===== config.mk =====
export PLATFORM = sky130hd
export DESIGN_NAME = cmdstat_bridge
export DESIGN_NICKNAME = d
export VERILOG_FILES = /design/src/rtl/cmdstat_pkg.sv /design/src/rtl/cmdstat_rst_sync.sv /design/src/rtl/cmdstat_decode.sv /design/src/rtl/cmdstat_engine.sv /design/src/rtl/cmdstat_status.sv /design/src/rtl/cmdstat_bridge.sv
export SDC_FILE = /design/constraint.sdc
export NUM_CORES = 1
export LEC_CHECK = 0
export CAP_MARGIN = 20
export CORE_MARGIN = 4
export CORE_UTILIZATION = 54
export CTS_BUF_LIST = sky130_fd_sc_hd__clkbuf_4
export CTS_CLUSTER_DIAMETER = 50
export CTS_CLUSTER_SIZE = 8
export DETAILED_ROUTE_END_ITERATION = 8
export GPL_TIMING_DRIVEN = 0
export PLACE_DENSITY_LB_ADDON = 0.1
export SYNTH_ARGS = -nofsm -noshare
export SYNTH_HDL_FRONTEND = slang
export SYNTH_HIERARCHICAL = 1
export SYNTH_SLANG_ARGS = --single-unit

===== constraint.sdc =====
create_clock -name clk -period 9.75 [get_ports clk]
set_input_delay 1.95 -clock clk [delete_from_list [all_inputs] [get_ports clk]]
set_output_delay 1.95 -clock clk [all_outputs]
set_load 0.02 [all_outputs]

===== src/rtl/cmdstat_pkg.sv =====
package cmdstat_pkg;
  // Command word layout (LSB-0 positions)
  localparam int CMD_RD_BIT    = 48;
  localparam int CMD_CNT_LSB   = 56;
  localparam int CMD_CNT_W     = 4;
  // Status word layout
  localparam int STAT_DONE_BIT = 11;
  localparam int STAT_DATA_LSB = 26;
  localparam int STAT_DATA_W   = 32;
  // Data register placement within the 64-bit host word
  localparam int DATA_REG_LSB  = 32;
  localparam int HOST_DW       = 64;

  typedef enum logic [1:0] {
    SEL_CMD  = 2'd0,
    SEL_RSVD = 2'd1,
    SEL_STAT = 2'd2,
    SEL_DATA = 2'd3
  } reg_sel_e;
endpackage


===== src/rtl/cmdstat_rst_sync.sv =====
module cmdstat_rst_sync (
  input  logic clk,
  input  logic rst_n,
  output logic rst_sync_n
);
  logic [1:0] sync_q;

  always_ff @(posedge clk or negedge rst_n) begin
    if (!rst_n) sync_q <= 2'b00;
    else        sync_q <= {sync_q[0], 1'b1};
  end

  assign rst_sync_n = sync_q[1];
endmodule


===== src/rtl/cmdstat_decode.sv =====
module cmdstat_decode
  import cmdstat_pkg::*;
#(
  parameter int HOST_AW   = 5,
  parameter int MAX_BYTES = 4
) (
  input  logic                 host_req,
  input  logic                 host_we,
  input  logic [HOST_AW-1:0]   host_addr,
  input  logic [HOST_DW-1:0]   host_wdata,
  input  logic                 busy,
  output reg_sel_e             sel,
  output logic                 cmd_go,
  output logic                 cmd_rd,
  output logic [CMD_CNT_W-1:0] cmd_cnt,
  output logic                 data_we,
  output logic                 stat_rd,
  output logic                 rd_en
);
  logic cmd_wr;
  logic cnt_ok;
  logic unused_addr;

  assign unused_addr = ^{host_addr[2:0], host_addr[HOST_AW-1:3]};

  assign sel     = reg_sel_e'(host_addr[4:3]);
  assign cmd_rd  = host_wdata[CMD_RD_BIT];
  assign cmd_cnt = host_wdata[CMD_CNT_LSB +: CMD_CNT_W];
  assign cnt_ok  = (cmd_cnt <= CMD_CNT_W'(MAX_BYTES));
  assign cmd_wr  = host_req & host_we & (sel == SEL_CMD);
  assign cmd_go  = cmd_wr & cnt_ok & ~busy;
  assign data_we = host_req & host_we & (sel == SEL_DATA);
  assign stat_rd = host_req & ~host_we & (sel == SEL_STAT);
  assign rd_en   = host_req & ~host_we;
endmodule


===== src/rtl/cmdstat_engine.sv =====
module cmdstat_engine #(
  parameter int DN_AW = 32,
  parameter int DN_DW = 32,
  localparam int MAX_BYTES = DN_DW / 8,
  localparam int SZ_W = $clog2(MAX_BYTES + 1)
) (
  input  logic             clk,
  input  logic             rst_n,
  input  logic             cmd_go,
  input  logic             cmd_rd,
  input  logic [SZ_W-1:0]  cmd_size,
  input  logic [DN_AW-1:0] cmd_addr,
  input  logic [DN_DW-1:0] wr_data,
  output logic             busy,
  output logic             dn_req,
  output logic             dn_we,
  output logic [DN_AW-1:0] dn_addr,
  output logic [SZ_W-1:0]  dn_size,
  output logic [DN_DW-1:0] dn_wdata,
  input  logic             dn_ack,
  input  logic             dn_err,
  input  logic [DN_DW-1:0] dn_rdata,
  output logic             done,
  output logic             done_rd,
  output logic             done_err,
  output logic [DN_DW-1:0] rd_field
);
  logic             busy_q, busy_d;
  logic             we_q, we_d;
  logic [SZ_W-1:0]  size_q, size_d;
  logic [DN_AW-1:0] addr_q, addr_d;
  logic [DN_DW-1:0] wdata_q, wdata_d;
  logic             load;

  assign load = cmd_go & ~busy_q;

  always_comb begin
    busy_d  = busy_q;
    we_d    = we_q;
    size_d  = size_q;
    addr_d  = addr_q;
    wdata_d = wdata_q;
    if (load) begin
      busy_d  = 1'b1;
      we_d    = ~cmd_rd;
      size_d  = cmd_size;
      addr_d  = cmd_addr;
      wdata_d = wr_data;
    end else if (busy_q && dn_ack) begin
      busy_d  = 1'b0;
    end
  end

  always_ff @(posedge clk or negedge rst_n) begin
    if (!rst_n) begin
      busy_q <= 1'b0;
    end else begin
      busy_q <= busy_d;
    end
  end

  always_ff @(posedge clk or negedge rst_n) begin
    if (!rst_n) begin
      we_q    <= 1'b0;
      size_q  <= '0;
      addr_q  <= '0;
      wdata_q <= '0;
    end else if (load) begin
      we_q    <= we_d;
      size_q  <= size_d;
      addr_q  <= addr_d;
      wdata_q <= wdata_d;
    end
  end

  // Keep only the lanes covered by the byte count; lane 0 is the top byte.
  for (genvar b = 0; b < MAX_BYTES; b++) begin : g_lane
    localparam int HI = DN_DW - 1 - 8 * b;
    assign rd_field[HI -: 8] = (size_q > SZ_W'(b)) ? dn_rdata[HI -: 8] : 8'h00;
  end

  assign busy     = busy_q;
  assign dn_req   = busy_q;
  assign dn_we    = we_q;
  assign dn_addr  = addr_q;
  assign dn_size  = size_q;
  assign dn_wdata = wdata_q;
  assign done     = busy_q & dn_ack;
  assign done_rd  = ~we_q;
  assign done_err = dn_err;
endmodule


===== src/rtl/cmdstat_status.sv =====
module cmdstat_status
  import cmdstat_pkg::*;
#(
  parameter int DN_DW = 32
) (
  input  logic               clk,
  input  logic               rst_n,
  input  logic               start,
  input  logic               clr,
  input  logic               done,
  input  logic               done_rd,
  input  logic               done_err,
  input  logic [DN_DW-1:0]   rd_field,
  output logic [HOST_DW-1:0] stat
);
  logic [HOST_DW-1:0]     stat_q, stat_d, posted;
  logic [STAT_DATA_W-1:0] field;
  logic                   stat_en;

  always_comb begin
    field = done_err ? '1 : STAT_DATA_W'(rd_field);
    posted = '0;
    posted[STAT_DONE_BIT] = 1'b1;
    if (done_rd) posted[STAT_DATA_LSB +: STAT_DATA_W] = field;
  end

  // A completion wins over a clear in the same cycle.
  always_comb begin
    stat_en = done | start | clr;
    if (done) stat_d = posted;
    else      stat_d = '0;
  end

  always_ff @(posedge clk or negedge rst_n) begin
    if (!rst_n)       stat_q <= '0;
    else if (stat_en) stat_q <= stat_d;
  end

  assign stat = stat_q;
endmodule


===== src/rtl/cmdstat_bridge.sv =====
module cmdstat_bridge
  import cmdstat_pkg::*;
#(
  parameter int HOST_AW = 5,
  parameter int DN_AW   = 32,
  parameter int DN_DW   = 32
) (
  input  logic                              clk,
  input  logic                              rst_n,
  input  logic                              host_req,
  input  logic                              host_we,
  input  logic [HOST_AW-1:0]                host_addr,
  input  logic [63:0]                       host_wdata,
  output logic                              host_rvalid,
  output logic [63:0]                       host_rdata,
  output logic                              dn_req,
  output logic                              dn_we,
  output logic [DN_AW-1:0]                  dn_addr,
  output logic [$clog2(DN_DW/8+1)-1:0]      dn_size,
  output logic [DN_DW-1:0]                  dn_wdata,
  input  logic                              dn_ack,
  input  logic                              dn_err,
  input  logic [DN_DW-1:0]                  dn_rdata
);
  localparam int MAX_BYTES = DN_DW / 8;
  localparam int SZ_W      = $clog2(MAX_BYTES + 1);
  localparam int DREG_W    = HOST_DW - DATA_REG_LSB;

  logic                 rst_i_n;
  reg_sel_e             sel;
  logic                 cmd_go, cmd_rd, data_we, stat_rd, rd_en, busy;
  logic [CMD_CNT_W-1:0] cmd_cnt;
  logic                 done, done_rd, done_err;
  logic [DN_DW-1:0]     rd_field;
  logic [HOST_DW-1:0]   stat;
  logic [DREG_W-1:0]    data_q;
  logic [HOST_DW-1:0]   rdata_q, rdata_d;
  logic                 rvalid_q;

  cmdstat_rst_sync u_rst (
    .clk(clk), .rst_n(rst_n), .rst_sync_n(rst_i_n)
  );

  cmdstat_decode #(.HOST_AW(HOST_AW), .MAX_BYTES(MAX_BYTES)) u_dec (
    .host_req(host_req), .host_we(host_we), .host_addr(host_addr),
    .host_wdata(host_wdata), .busy(busy), .sel(sel), .cmd_go(cmd_go),
    .cmd_rd(cmd_rd), .cmd_cnt(cmd_cnt), .data_we(data_we),
    .stat_rd(stat_rd), .rd_en(rd_en)
  );

  cmdstat_engine #(.DN_AW(DN_AW), .DN_DW(DN_DW)) u_eng (
    .clk(clk), .rst_n(rst_i_n), .cmd_go(cmd_go), .cmd_rd(cmd_rd),
    .cmd_size(cmd_cnt[SZ_W-1:0]), .cmd_addr(host_wdata[DN_AW-1:0]),
    .wr_data(data_q[DREG_W-1 -: DN_DW]), .busy(busy),
    .dn_req(dn_req), .dn_we(dn_we), .dn_addr(dn_addr), .dn_size(dn_size),
    .dn_wdata(dn_wdata), .dn_ack(dn_ack), .dn_err(dn_err),
    .dn_rdata(dn_rdata), .done(done), .done_rd(done_rd),
    .done_err(done_err), .rd_field(rd_field)
  );

  cmdstat_status #(.DN_DW(DN_DW)) u_stat (
    .clk(clk), .rst_n(rst_i_n), .start(cmd_go), .clr(stat_rd),
    .done(done), .done_rd(done_rd), .done_err(done_err),
    .rd_field(rd_field), .stat(stat)
  );

  // Data register: upper half of the host word only.
  always_ff @(posedge clk or negedge rst_i_n) begin
    if (!rst_i_n)     data_q <= '0;
    else if (data_we) data_q <= host_wdata[HOST_DW-1:DATA_REG_LSB];
  end

  always_comb begin
    unique case (sel)
      SEL_STAT: rdata_d = stat;
      SEL_DATA: rdata_d = {data_q, {DATA_REG_LSB{1'b0}}};
      default:  rdata_d = '0;
    endcase
  end

  always_ff @(posedge clk or negedge rst_i_n) begin
    if (!rst_i_n) rvalid_q <= 1'b0;
    else          rvalid_q <= rd_en;
  end

  always_ff @(posedge clk or negedge rst_i_n) begin
    if (!rst_i_n)   rdata_q <= '0;
    else if (rd_en) rdata_q <= rdata_d;
  end

  assign host_rvalid = rvalid_q;
  assign host_rdata  = rdata_q;
endmodule


-- After elaboration in Yosys (flattened, before gate mapping)
Cells that the tools add are included.
- register bits after elaboration: 232
- input port bits: 107
- output and inout port bits: 134
- logic and storage cells: 44
- magnitude comparators: 5
- equality and inequality tests: 2
- muxes and demuxes: 10
- bitwise logic cells: 14
- reduce and logical (&&, ||, !) cells: 3
- operators by type and width (operator ; number):
    $pmux 64 s2 ; 1
    $mux 32 ; 2
    $mux 58 ; 1
    $mux 8 ; 4
    $and 1x1->1 ; 9
    $gt 3x1->1 const B ; 2
    $gt 3x2->1 const B ; 2
    $eq 2x2->1 const B ; 2
    $le 4x3->1 const B ; 1
    $not 1->1 ; 3
    $logic_not 2->1 ; 1
    $mux 1 ; 2
    $or 1x1->1 ; 2
    $reduce_bool 2->1 ; 1
    $logic_and 1x1->1 ; 1

-- Longest topological paths before layout
- depth after elaboration: 6
- gate-level depth with buffers: 7
- mapped depth without buffers: 4

-- Hierarchy
Netlist, hierarchy kept.
- by module, submodules not included (module ; instances ; cells each ; area each (sq um) ; seq. area each (sq um)):
    cmdstat_bridge ; 1 ; 348 ; 4423.0 ; 2427.3
    cmdstat_engine ; 1 ; 188 ; 2912.8 ; 1726.7
    cmdstat_status ; 1 ; 142 ; 1567.8 ; 825.8
    cmdstat_decode ; 1 ; 13 ; 98.8 ; 0.0
    cmdstat_rst_sync ; 1 ; 3 ; 53.8 ; 50.0

-- Worst setup path before layout
No wires, ideal clock.
- path type: input to register
- start point: in host_addr[3]
- end point: reg u_eng.addr_q[28] (netlist: u_eng/dn_addr[28])
- library setup time: 0.125 ns
- arrival: 3.344 ns
- data required time: 9.625 ns
- setup slack: 6.280 ns
- stages: 7
- buffers on the path: 3
- path through: nor4_1 > and4_1 > nor2b_1 > buf_6 > buf_6 > buf_12 > mux2_4
- word-level cells in the longest chain between the ends: 5
- RTL lines (element ; line ; RTL):
    start, declared ; cmdstat_bridge.sv:12 ; input logic [HOST_AW-1:0] host_addr,
    $logic_not 2->1 ; cmdstat_decode.sv:30 ; assign cmd_wr = host_req & host_we & (sel == SEL_CMD);
    $and 1x1->1 ; cmdstat_decode.sv:30 ;
    $and 1x1->1 (2 in a row) ; cmdstat_decode.sv:31 ; assign cmd_go = cmd_wr & cnt_ok & ~busy;
    net cmd_go ; cmdstat_bridge.sv:31 ; logic cmd_go, cmd_rd, data_we, stat_rd, rd_en, busy;
    $and 1x1->1 ; cmdstat_engine.sv:35 ; assign load = cmd_go & ~busy_q;
    end signal, assigned ; cmdstat_engine.sv:71 ; addr_q <= addr_d;
    end, declared ; cmdstat_engine.sv:31 ; logic [DN_AW-1:0] addr_q, addr_d;
The timed path passes the listed nets, and every way through them passes these cells.
A chain may end at the register's enable or synchronous reset.

-- Worst setup path after layout
- start point: reg u_eng.busy_q (netlist: u_eng/busy)
- end point: out dn_req
- RTL lines (element ; line ; RTL):
    start, declared ; cmdstat_engine.sv:28 ; logic busy_q, busy_d;
    start signal, assigned ; cmdstat_engine.sv:58 ; busy_q <= busy_d;
    end, declared ; cmdstat_bridge.sv:16 ; output logic dn_req,
No word-level cell between the ends.

==> metrics.yaml <==
synth.avg_cell_area_um2: 13.1
port_buffers: 236
cts_resized: 0
antenna_found_initial: 1
rows: 47
tightestPinTransition_ns: 1.06
path_class: "flip-flop to output pin"
yosys_warnings: 6
worst_setup_path_start_kind: "flip-flop"
finalSetupViolCount: 0
synthCells: 693
crit_chain: "buf_4, clkdlybuf4s50_1"
status: "completed"
cp-end-kind: "output pin"
clk_latency_ns: 0.65
first_pass_iters: 4
dieArea_um2: 18900
grt_max_degree: 75
tns_ns: 0
path_clk_slew_ns: 0.11
area_growth_pct: 34.2
grt_pass1_wl_mm: 34.6
cts-root-buf: "clkbuf_4"
ant_nets: 0
hold_viol_final: 0
drt-wirelength-per-cell_um: 18.0
numCtsBuffers: 29
rsz0062_at_grt: "no"
netlist_area_um2: 9050
cts_max_level: 1
worst_hold_slack_ns: 0.260
drive_gt1_share_pct: 25.3
finalMaxSlewViolations: 0
vias: 6188
cp_max_fo: 5
slowest_delay_ns: 0.59
max_slew_margin_pct: 28.6
hpwl_mm: 16.4
drc_errors: 0
skew_ns: 0.0209
die_w_um: 137
start_util_pct: 54.8
clockBufferDepth: 3
fin_crit_sh_pct: 38.7
crit_buf_inv: 2
fin_crit_ns: 3.77
die_h_um: 137
min_path_type: "flip-flop to async pin"
final_common_cell: "clkdlybuf4s50_1"
viasPerCell: 5.08
cts_tree: "built"
cp_slowest_cell: "clkdlybuf4s50_1"
cp_top_family: "buffers and inverters"
wirelength_mm: 22.0
gp_congestion: 0.790
power.density_nw_per_um2: 208
nFillCells: 1113
ir_drop_uv: 139
final_cell_mix: "clkdlybuf4s50_1, dfrtp_1, inv_1"
required_ns: 7.80
pin_count: 241
first_iter_violations: 226
core_region_area_um2: 16500
grt_overflow: 0
leakagePower_nw: 5.48
grt_pass1_vias: 6988
grt_use_total_pct: 23.3
clkSinkCount: 201
nets: 1100
hold_buffers: 0
post-cts-setup-buffers: 0
maxCapViolations: 0
crit_arrival_ns: 1.82
maxClockFrequency_ghz: 0.265
[through the flow]
stage	worst slack, ns	area [um2]	utilization (%)	std cells	power, W
final	5.98	12100	73.5	1219	0.00253
after global routing	5.89	12100	73.5	1219	0.00267
after CTS	5.91	12100	73.5	1217	0.00256
after detailed placement	5.53	11900	71.9	1182	0.00212
after global placement	1.85	11800	71.4	1179	0.00208
after floorplan	3.73	9160	-	723	0.00169
[sequential cells by signal, indices dropped and copies added (netlist names), 2 cells and up]
signal and cells:
u_stat/stat 33, host_rdata 64, u_rst/sync_q 2, u_eng/dn_addr 32, u_eng/dn_size 3, data_q 32, u_eng/dn_wdata 32
[layer usage]
layer  wire [um]  vias up  track usage (%)
met4         654        0             7.93
met1        8400     3043             27.0
li1            -     2888                -
met2       10900      208             40.0
met3        2040       49             8.36
met5           0        -                0
[final cells by class]
cell class	count	area (um2)	share of cell area, %
Antenna cell	2	5.00	0.0412
Buffer	82	679	5.60
Clock buffer	32	240	1.98
Clock inverter	3	12.5	0.103
Inverter	65	244	2.01
Multi-Input combinational cell	375	3210	26.4
Sequential cell	201	5030	41.5
Tap cell	220	275	2.27
Timing Repair Buffer	239	2440	20.1
[worst paths after layout]
kind	from	end	slack, ns	depth (start not counted)
worst max-delay path	u_eng/busy	dn_req	5.98	2
worst min-delay path	u_rst/sync_q[1]	host_rdata[26]	0.26	0
worst max register to register	u_eng/busy	u_eng/dn_size[1]	7.65	7
worst min register to register	u_rst/sync_q[1]	host_rdata[26]	0.26	0
max in group asynchronous	rst_n	u_rst/sync_q[1]	8.15	1
min in group clk	u_rst/sync_q[0]	u_rst/sync_q[1]	0.36	0
[report_power, final]
part           internal (W)  switching, W
sequential          0.00104      0.000139
clock              0.000151      0.000274
combinational      0.000503      0.000419
(Power assumes the default switching activity.)
